**src/rtl/aux_frm_pkg.sv**
```systemverilog
package aux_frm_pkg;

  localparam int CMD_W  = 4;
  localparam int ADDR_W = 20;
  localparam int BYTE_W = 8;

  typedef enum logic [2:0] {
    ST_IDLE,
    ST_ACK,
    ST_POLL,
    ST_SEND,
    ST_GO,
    ST_RUN
  } frm_state_t;

  typedef enum logic [1:0] {
    ERR_NONE  = 2'd0,
    ERR_LEN   = 2'd1,
    ERR_STUCK = 2'd2
  } frm_err_t;

  // Commands that carry a data phase: native write, I2C write, I2C write with MOT.
  function automatic logic cmd_has_payload(input logic [CMD_W-1:0] cmd);
    return (cmd == 4'b1000) || (cmd == 4'b0000) || (cmd == 4'b0100);
  endfunction

endpackage

```
**src/rtl/aux_frm_store.sv**
```systemverilog
module aux_frm_store #(
  parameter int MAX_LEN = 16,
  parameter int LEN_W   = $clog2(MAX_LEN + 1)
) (
  input  logic                 clk,
  input  logic                 rst_n,
  input  logic                 load,
  input  logic [MAX_LEN*8-1:0] data_flat,
  input  logic [LEN_W-1:0]     rd_idx,
  output logic [7:0]           rd_byte
);

  logic [7:0] slot [MAX_LEN];

  for (genvar g = 0; g < MAX_LEN; g++) begin : g_slot
    always_ff @(posedge clk) begin
      if (!rst_n) begin
        slot[g] <= '0;
      end else if (load) begin
        slot[g] <= data_flat[g*8 +: 8];
      end
    end
  end

  always_comb begin
    rd_byte = '0;
    for (int i = 0; i < MAX_LEN; i++) begin
      if (rd_idx == LEN_W'(i)) begin
        rd_byte = slot[i];
      end
    end
  end

endmodule

```
**src/rtl/aux_frm_hdr.sv**
```systemverilog
module aux_frm_hdr
  import aux_frm_pkg::*;
#(
  parameter int MAX_LEN = 16,
  parameter int LEN_W   = $clog2(MAX_LEN + 1),
  parameter int CNT_W   = $clog2(MAX_LEN + 5)
) (
  input  logic              clk,
  input  logic              rst_n,
  input  logic              load,
  input  logic [CMD_W-1:0]  cmd,
  input  logic [ADDR_W-1:0] addr,
  input  logic [LEN_W-1:0]  len,
  input  logic [CNT_W-1:0]  idx,
  input  logic [7:0]        pl_byte,
  output logic [LEN_W-1:0]  pl_idx,
  output logic [7:0]        cur_byte,
  output logic [CNT_W-1:0]  total
);

  logic [CMD_W-1:0]  cmd_q;
  logic [ADDR_W-1:0] addr_q;
  logic [LEN_W-1:0]  len_q;
  logic              pl_q;
  logic              len_nz;
  logic [LEN_W-1:0]  len_m1;
  logic [CNT_W-1:0]  head_n;
  logic [CNT_W-1:0]  off;

  always_ff @(posedge clk) begin
    if (!rst_n) begin
      cmd_q  <= '0;
      addr_q <= '0;
      len_q  <= '0;
      pl_q   <= 1'b0;
    end else if (load) begin
      cmd_q  <= cmd;
      addr_q <= addr;
      len_q  <= len;
      pl_q   <= cmd_has_payload(cmd);
    end
  end

  assign len_nz = (len_q != '0);
  assign len_m1 = len_q - LEN_W'(1);
  assign head_n = len_nz ? CNT_W'(4) : CNT_W'(3);
  assign total  = head_n + (pl_q ? CNT_W'(len_q) : '0);

  // Payload position once the 4-byte header (with length) is past.
  assign off    = idx - CNT_W'(4);
  assign pl_idx = off[LEN_W-1:0];

  always_comb begin
    unique case (idx)
      CNT_W'(0): cur_byte = {cmd_q, addr_q[19:16]};
      CNT_W'(1): cur_byte = addr_q[15:8];
      CNT_W'(2): cur_byte = addr_q[7:0];
      CNT_W'(3): cur_byte = len_nz ? 8'(len_m1) : pl_byte;
      default:   cur_byte = pl_byte;
    endcase
  end

endmodule

```
**src/rtl/aux_frm_ctrl.sv**
```systemverilog
module aux_frm_ctrl
  import aux_frm_pkg::*;
#(
  parameter int MAX_LEN    = 16,
  parameter int POLL_LIMIT = 64,
  parameter int LEN_W      = $clog2(MAX_LEN + 1),
  parameter int CNT_W      = $clog2(MAX_LEN + 5)
) (
  input  logic             clk,
  input  logic             rst_n,
  input  logic             req_valid,
  input  logic [LEN_W-1:0] req_len,
  input  logic             ser_done,
  input  logic             tx_ready,
  input  logic [CNT_W-1:0] total,
  output logic             req_ready,
  output logic             load,
  output logic             done_ack,
  output logic             tx_valid,
  output logic [CNT_W-1:0] idx,
  output logic             go,
  output logic             busy,
  output logic             err,
  output logic [1:0]       err_code
);

  localparam int POLL_W = $clog2(POLL_LIMIT + 1);

  frm_state_t        state;
  logic [POLL_W-1:0] poll;
  logic              len_bad;
  frm_err_t          code_q;

  assign len_bad   = (req_len > LEN_W'(MAX_LEN));
  assign req_ready = (state == ST_IDLE);
  assign load      = req_valid && req_ready && !len_bad;
  assign done_ack  = (state == ST_ACK);
  assign tx_valid  = (state == ST_SEND);
  assign go        = (state == ST_GO);
  assign busy      = (state != ST_IDLE);
  assign err_code  = code_q;

  always_ff @(posedge clk) begin
    if (!rst_n) begin
      state  <= ST_IDLE;
      idx    <= '0;
      poll   <= '0;
      err    <= 1'b0;
      code_q <= ERR_NONE;
    end else begin
      err <= 1'b0;
      unique case (state)
        ST_IDLE: begin
          if (req_valid) begin
            if (len_bad) begin
              err    <= 1'b1;
              code_q <= ERR_LEN;
            end else begin
              state <= ST_ACK;
            end
          end
        end
        ST_ACK: begin
          state <= ST_POLL;
          poll  <= '0;
        end
        ST_POLL: begin
          if (!ser_done) begin
            state <= ST_SEND;
            idx   <= '0;
          end else if (poll == POLL_W'(POLL_LIMIT - 1)) begin
            state  <= ST_IDLE;
            err    <= 1'b1;
            code_q <= ERR_STUCK;
          end else begin
            poll <= poll + POLL_W'(1);
          end
        end
        ST_SEND: begin
          if (tx_ready) begin
            if (idx == total - CNT_W'(1)) begin
              state <= ST_GO;
            end else begin
              idx <= idx + CNT_W'(1);
            end
          end
        end
        ST_GO: state <= ST_RUN;
        ST_RUN: begin
          if (ser_done) begin
            state <= ST_IDLE;
          end
        end
        default: state <= ST_IDLE;
      endcase
    end
  end

endmodule

```
**src/rtl/aux_req_framer.sv**
```systemverilog
module aux_req_framer
  import aux_frm_pkg::*;
#(
  parameter int MAX_LEN    = 16,
  parameter int POLL_LIMIT = 64,
  parameter int LEN_W      = $clog2(MAX_LEN + 1),
  parameter int CNT_W      = $clog2(MAX_LEN + 5)
) (
  input  logic                 clk,
  input  logic                 rst_n,
  input  logic                 req_valid,
  output logic                 req_ready,
  input  logic [3:0]           req_cmd,
  input  logic [19:0]          req_addr,
  input  logic [LEN_W-1:0]     req_len,
  input  logic [MAX_LEN*8-1:0] req_data,
  output logic                 req_err,
  output logic [1:0]           req_err_code,
  output logic                 busy,
  output logic [CNT_W-1:0]     byte_cnt,
  output logic                 tx_valid,
  input  logic                 tx_ready,
  output logic [7:0]           tx_data,
  output logic                 tx_go,
  input  logic                 ser_done,
  output logic                 done_ack
);

  logic             load;
  logic [CNT_W-1:0] idx;
  logic [LEN_W-1:0] pl_idx;
  logic [7:0]       pl_byte;

  aux_frm_ctrl #(
    .MAX_LEN(MAX_LEN), .POLL_LIMIT(POLL_LIMIT), .LEN_W(LEN_W), .CNT_W(CNT_W)
  ) u_ctrl (
    .clk(clk), .rst_n(rst_n), .req_valid(req_valid), .req_len(req_len),
    .ser_done(ser_done), .tx_ready(tx_ready), .total(byte_cnt),
    .req_ready(req_ready), .load(load), .done_ack(done_ack),
    .tx_valid(tx_valid), .idx(idx), .go(tx_go), .busy(busy),
    .err(req_err), .err_code(req_err_code)
  );

  aux_frm_hdr #(
    .MAX_LEN(MAX_LEN), .LEN_W(LEN_W), .CNT_W(CNT_W)
  ) u_hdr (
    .clk(clk), .rst_n(rst_n), .load(load), .cmd(req_cmd), .addr(req_addr),
    .len(req_len), .idx(idx), .pl_byte(pl_byte), .pl_idx(pl_idx),
    .cur_byte(tx_data), .total(byte_cnt)
  );

  aux_frm_store #(
    .MAX_LEN(MAX_LEN), .LEN_W(LEN_W)
  ) u_store (
    .clk(clk), .rst_n(rst_n), .load(load), .data_flat(req_data),
    .rd_idx(pl_idx), .rd_byte(pl_byte)
  );

endmodule

```
**config.mk**
```make
export PLATFORM = sky130hd
export DESIGN_NAME = aux_req_framer
export DESIGN_NICKNAME = d
export VERILOG_FILES = /design/src/rtl/aux_frm_pkg.sv /design/src/rtl/aux_frm_store.sv /design/src/rtl/aux_frm_hdr.sv /design/src/rtl/aux_frm_ctrl.sv /design/src/rtl/aux_req_framer.sv
export SDC_FILE = /design/constraint.sdc
export NUM_CORES = 1
export LEC_CHECK = 0
export ABC_AREA = 1
export ABC_CLOCK_PERIOD_IN_PS = 4900
export BUFFER_PORTS_ARGS = -buffer_cell sky130_fd_sc_hd__buf_2
export CAP_MARGIN = 20
export CORE_ASPECT_RATIO = 1.2
export CORE_MARGIN = 3
export CORE_UTILIZATION = 35
export CTS_CLUSTER_DIAMETER = 200
export CTS_CLUSTER_SIZE = 25
export DETAILED_ROUTE_END_ITERATION = 10
export GPL_TIMING_DRIVEN = 0
export PLACE_DENSITY_LB_ADDON = 0.3
export SLEW_MARGIN = 0
export SYNTH_ARGS = -nofsm -noshare
export SYNTH_HDL_FRONTEND = slang
export SYNTH_SLANG_ARGS = --single-unit
```
**constraint.sdc**
```tcl
create_clock -name clk -period 4.9 [get_ports clk]
set_input_delay 0.49 -clock clk [delete_from_list [all_inputs] [get_ports clk]]
set_output_delay 0.49 -clock clk [all_outputs]
set_load 0.005 [all_outputs]
```
---- Word-level counts from Yosys, hierarchy flattened ----
Memories as Yosys holds them, arrays and structs flattened.
Index checks and enable logic that the tools add are counted.
storage, ports and cells
  flip-flop bits (word level) ............. 48
  bits in latches ......................... 0
  bits in writable memories ............... 128
  memory bits (read-only) ................. 0
  input port bits ......................... 162
  output and inout port bits .............. 21
  logic and storage cells ................. 155
  memories ................................ 1
memories
  name          depth  width  rd ports  clocked after Yosys merged registers in  write ports  RTL line             RTL
  u_store.slot  16     8      16        0                                        16           aux_frm_store.sv:13  logic [7:0] slot [MAX_LEN];
cells by class
  $add $sub $neg .......................... 6
  multiply operators ...................... 0
  divide/modulo/power cells ............... 0
  $lt $le $gt $ge ......................... 1
  equality and inequality tests ........... 39
  shift-type cells ........................ 0
  multiplexer cells ....................... 65
  bitwise operators ....................... 16
  reduce and logical (&&, ||, !) cells .... 18
operators with widths
  kind                                                   number
  2-to-1 mux 8 bit                                       33
  == test 5 x 4 -> 1 bit, second input constant          8
  one-hot mux 8 bit (4 select lines)                     1
  2-to-1 mux 3 bit                                       8
  == test 5 x 2 -> 1 bit, second input constant          4
  == test 5 x 3 -> 1 bit, second input constant          4
  2-to-1 mux 5 bit                                       4
  one-hot mux 3 bit (6 select lines)                     1
  inequality test 2 bit, second input constant           8
  OR 1 bit                                               16
  2-to-1 mux 7 bit                                       2
  one-hot mux 7 bit (2 select lines)                     1
  == test 5 x 1 -> 1 bit, second input constant          2
  logical NOT 5 bit                                      2
  one-hot mux 5 bit (2 select lines)                     1
  subtractor 5 x 1 -> 5 bit, second input constant       2
  2-to-1 mux 1 bit                                       8
  2-to-1 mux 2 bit                                       4
  adder 7 x 1 -> 7 bit, second input constant            1
  == test 7 x 6 -> 1 bit, second input constant          1
  == test 3 x 2 -> 1 bit, second input constant          2
  == test 3 bit, second input constant                   2
  inequality test 2 x 1 -> 1 bit, second input constant  3
  AND reduction 6 bit                                    1
  22 further kinds                                       26

---- Longest topological paths before layout ----
  depth in word-level cells ............... 20
  mapped depth ............................ 23
  mapped depth without buffers ............ 23

---- Cells and area by module ----
From an unflattened synthesis, not the netlist that was laid out.
second synthesis, totals
  cell total of the unflattened synthesis .. 1145
  area total of the unflattened synthesis .. 9146.3 um^2
by module, submodules not included
  module         times used  cells an instance  area each (um^2)  seq. area each (um^2)
  aux_frm_store  1           702                6232.2            3843.7
  aux_frm_hdr    1           256                1711.6            600.6
  aux_frm_ctrl   1           187                1202.4            360.3

---- Worst setup path before layout ----
Ideal clock, no wire load.
  path kind ............................... register to register
  from .................................... register u_ctrl.state[2]
  to ...................................... memory u_store.slot[0][0] (enable)
  library setup time ...................... 544 ps
  arrival ................................. 4845 ps
  data required time ...................... 4356 ps
  setup slack ............................. -489 ps
  stages on the path, launching flop included .. 8
  buffers on the path ..................... 1
  period minus slack after synthesis ...... 5389 ps
  path through ............................ dfxtp_1 -> nor2_1 -> inv_1 -> nor2_1 -> inv_1 -> nor3_2 -> or2_2 -> clkbuf_1
RTL lines
  element                   RTL line             RTL
  start: declaration        aux_frm_ctrl.sv:29   frm_state_t state;
  start signal: assignment  aux_frm_ctrl.sv:45   state <= ST_IDLE;
  start signal: assignment  aux_frm_ctrl.sv:59   state <= ST_ACK;
  start signal: assignment  aux_frm_ctrl.sv:64   state <= ST_POLL;
  end: declaration          aux_frm_store.sv:13

---- Worst setup path in the final report ----
  from .................................... register u_ctrl.idx[0]
  to ...................................... output tx_data[6]
between the ends
  longest elaborated chain between the ends .. 20
  elaborated cells between the ends (all ways) .. 39
  those cells by class .................... add/sub: 1; eq/ne: 18; mux: 18; reduce/logical: 2
RTL lines
  element                               RTL line              RTL
  start: declaration                    aux_frm_ctrl.sv:20    output logic [CNT_W-1:0] idx,
  start signal: assignment              aux_frm_ctrl.sv:84    idx <= idx + CNT_W'(1);
  subtractor 5 x 3 -> 5 bit             aux_frm_hdr.sv:50     assign off = idx - CNT_W'(4);
  logical NOT 5 bit                     aux_frm_store.sv:28   if (rd_idx == LEN_W'(i)) begin
  2-to-1 mux 8 bit (16 in series)       aux_frm_store.sv:28
  2-to-1 mux 8 bit                      aux_frm_hdr.sv:58     CNT_W'(3): cur_byte = len_nz ? 8'(len_m1) : pl_byte;
  one-hot mux 8 bit (4 select lines) *  aux_frm_hdr.sv:54     unique case (idx)
  end: declaration                      aux_req_framer.sv:23  output logic [7:0] tx_data,
Every way passes the cells marked *; elsewhere a longest branch is shown, timed or not.

==> metrics <==
status finished clean; worst r2r src u_hdr.len_q[0]; CTS tree built; Final Slew Violations 0; layout overhead on the synthesized area 21.1%; synthesized area per cell 8.21 sq um; Setup-failing EPs final 0; PD cells 384 nW/um^2; synth unique cells 50; min-delay src req_addr[5]; CP bufs+invs 3; Worst EP required 4.41 ns; Tmin final 3.89 ns; HP Class input pin to register; max_cap viols 0; Num CTS Buffers 17; number of global-route vias before repair 7010; cts hold-fix bufs 0; most used cell along the critical path nand2_1; first-pass GRT wire length 34700 um; clock share of power 30.9%; top_reg_cell synth edfxtp_1; CP max-delay cell dfxtp_1; NumNets Final 1478; Crit Path Class register to output port; PostCTS Resize Cnt 0; Yosys top cell area share 42.4%; fmax 0.257 GHz; syn nets 1276; cell family with most CP delay simple AND/OR/NAND/NOR gates; WP data arrival 3.40 ns; number of synthesized flops with an enable pin 128; synth top area cells edfxtp_1 (42%), dfxtp_1 (11%), inv_1 (10%), nand2_1 (7.4%), nor2_1 (7.0%); pin slew with the least headroom to its limit 0.846 ns; internal power 2.89 mW; peak supply drop 0.212 mV; via count 7357; initial core utilization 36.1%; cell count after synthesis 1103; GRT Residual Overflow 0; routed wl met3 953 um; met2 wire length 10700 um; DRT met1 WL 9910 um; area leader, netlist edfxtp_1; Die H 182 um; Setup Buffers After CTS 0; Post-synth ARST share 0%; Ports 183; detailed placer's ending HPWL 16900 um; Die Wd 153 um; clk_lat worst skew 0.43 ns; Post-route DRC 0; worst setup path start u_ctrl.idx[0]; setup TNS 0 ns; crit path launch type register; Slew HR 43.6%; Core Area 25100 sq um; layout cells sized above 1 20.7%; Clock Sinks 176; clk_skew 0.00803 ns; Netlist Area Pre-Place 9060 sq um; commonest non-fill, non-tap cells in the layout inv_1 (252), buf_2 (183), nand2_1 (179); final hold violation count 0; Placer Congestion 0.839; Max FO, Critical Path 9; root cell of the clock tree clkbuf_16; CTS H-Tree Depth 4; most common cell after layout, fill and taps aside inv_1; fillcell total 2554; deepest clock path buffer count 2; CTS clk-pin slew, worst paths 0.07 ns; total wire length 22200 um; slowest stage delay, CP 0.36 ns; Comb power frac 23.2%; Seq cells post-synth 176; Ys Warns 0; CP endpoint kind output port; antenna violations before repair 0; pre-CTS setup slack 1.32 ns; diodes inserted 0; Tcrit/Tclk final 79.3%; unrepaired setup endpoints after global routing false; part of the power in registers 45.9%; largest net degree at the start of global routing 75; Pre-antenna DRT Iters 4; critical-path cell list inv_1 > ha_1 > buf_4 > nand2_1 > nor2_4 > nand3_1 > nand3_1 > o211ai_1 > nand2_1 > nor2_1 > o21bai_1 > nand3_1 > nand3_1 > nand2_1 > nand3_1 > nand3_1 > nand3b_1 > nand2_1 > nand2_1 > nand2_1 > nand2_1 > buf_2; Die Footprint 27900 sq um; Leakage 5.36 nW; P_sw 1.33 mW; GRT Total Usage 15.7%; Port Buffers 182; Starting DRT DRC Count 424; sw frac 31.4%; Seq/Total Area, Yosys 53.0%; drt wl/cell 13.5 um; final worst setup slack 1.01 ns; Top Layer Used met4; via density per instance 4.48; post-route ant nets 0; Cell Rows 63
-- power by group through the flow --
stage / Sequential (mW) / Clock (mW) / Combinational (mW)
6_report: 1.93 / 1.30 / 0.979
5_1_grt: 1.96 / 1.38 / 1.11
4_1_cts: 1.94 / 1.32 / 0.989
3_5_place_dp: 1.97 / 0 / 0.984
3_3_place_gp: 1.98 / 0 / 0.957
2_1_floorplan: 1.95 / 0 / 0.637
-- layout make-up --
cell class | count | area [sq um] | area share (%)
sequential | 176 | 4800 | 43.8
multi-input combinational | 627 | 3070 | 28.0
inverter | 267 | 1000 | 9.14
timing repair buffer | 183 | 938 | 8.55
clock buffer | 20 | 478 | 4.36
tap | 325 | 407 | 3.71
buffer | 33 | 190 | 1.73
clock inverter | 12 | 78.8 | 0.719
-- cell families (layout without fill, tap and decap cells) --
| group | count (synthesis) | after routing | synth area share [%] |
|---|---|---|---|
| AOI/OAI and AO/OA | 131 | 131 | 8.59 |
| xor gates and xnor gates | 11 | 11 | 1.15 |
| adders and majority gates | 11 | 11 | 1.60 |
| buffers and inverters | 300 | 515 | 13.1 |
| DFF | 176 | 176 | 53.0 |
| and+or+nand+nor | 474 | 474 | 22.6 |
-- final timing paths --
path | to | slack (ns) | cells past startpoint
max | tx_data[6] | 1.01 | 22
min reg2reg | u_ctrl.poll[5] | 0.45 | 1
min | u_hdr.addr_q[5] | 0.29 | 3
max reg2reg | u_ctrl.idx[4] | 1.28 | 18
-- sequential cells by signal (all words and copies together), names as in the netlist --
name	cells
u_store.slot	128
u_hdr.addr_q	20
u_ctrl.poll	7
u_ctrl.idx	5
u_hdr.len_q	5
u_hdr.cmd_q	4
u_ctrl.state	3
u_ctrl.err_code	2
u_ctrl.err	1
u_hdr.pl_q	1
-- metal layers --
| metal | up-vias | GRT usage [%] |
|---|---|---|
| li1 | 3863 | - |
| met1 | 3279 | 20.3 |
| met2 | 174 | 26.0 |
| met3 | 41 | 3.37 |
| met4 | 0 | 5.81 |
| met5 | - | 0 |
-- cell usage after synthesis, types with 2 or more instances --
| cell type | count |
|---|---|
| dfxtp_1 | 48 |
| o21bai_1 | 2 |
| or2_2 | 8 |
| nor4_1 | 2 |
| a21oi_2 | 5 |
| xnor2_1 | 3 |
| nand2_1 | 179 |
| nand2_2 | 4 |
| o21ai_2 | 2 |
| or2_1 | 3 |
| nor2_2 | 6 |
| xor2_1 | 7 |
| nor2_4 | 5 |
| nand4_1 | 5 |
| o211ai_1 | 11 |
| buf_4 | 2 |
| ha_1 | 10 |
| buf_6 | 5 |
| a41oi_1 | 2 |
| edfxtp_1 | 128 |
| inv_2 | 15 |
| or2_0 | 4 |
| a21oi_1 | 30 |
| o21ai_0 | 50 |
| clkbuf_1 | 23 |
| a211oi_1 | 3 |
| o22ai_1 | 14 |
| nor3_1 | 5 |
| nand3_1 | 75 |
| nand3b_1 | 6 |
| inv_1 | 251 |
| o211a_1 | 2 |
| o21ai_1 | 4 |
| nor2_1 | 168 |
-- worst register-to-register path, stage by stage (launching register included) --
cell and delay [ns]:
dfxtp_1 0.34, inv_1 0.10, ha_1 0.20, nand3_1 0.10, nor2_1 0.50, ha_1 0.30, fa_1 0.44, inv_1 0.10
ha_1 0.23, or2_2 0.27, nand4_1 0.08, nor2_1 0.05, nand2_1 0.06, o21ai_1 0.08, nand2_1 0.12, nand3_2 0.16
nor2_2 0.17, a31oi_1 0.09, nor3_1 0.14
-- metrics by stage --
step / total power [mW] / hold slack (ns) / util, % / area, sq um / std cells
5_1_grt: 4.45 / 0.275 / 43.8 / 11000 / 1643
4_1_cts: 4.25 / 0.265 / 43.8 / 11000 / 1643
3_3_place_gp: 2.93 / 0.440 / 41.4 / 10400 / 1610
3_5_place_dp: 2.95 / 0.448 / 41.5 / 10400 / 1611
6_report: 4.22 / 0.288 / 43.8 / 11000 / 1643
2_1_floorplan: 2.59 / 0.422 / - / 9060 / 1103
No activity file was read; power rests on OpenSTA's default activity.
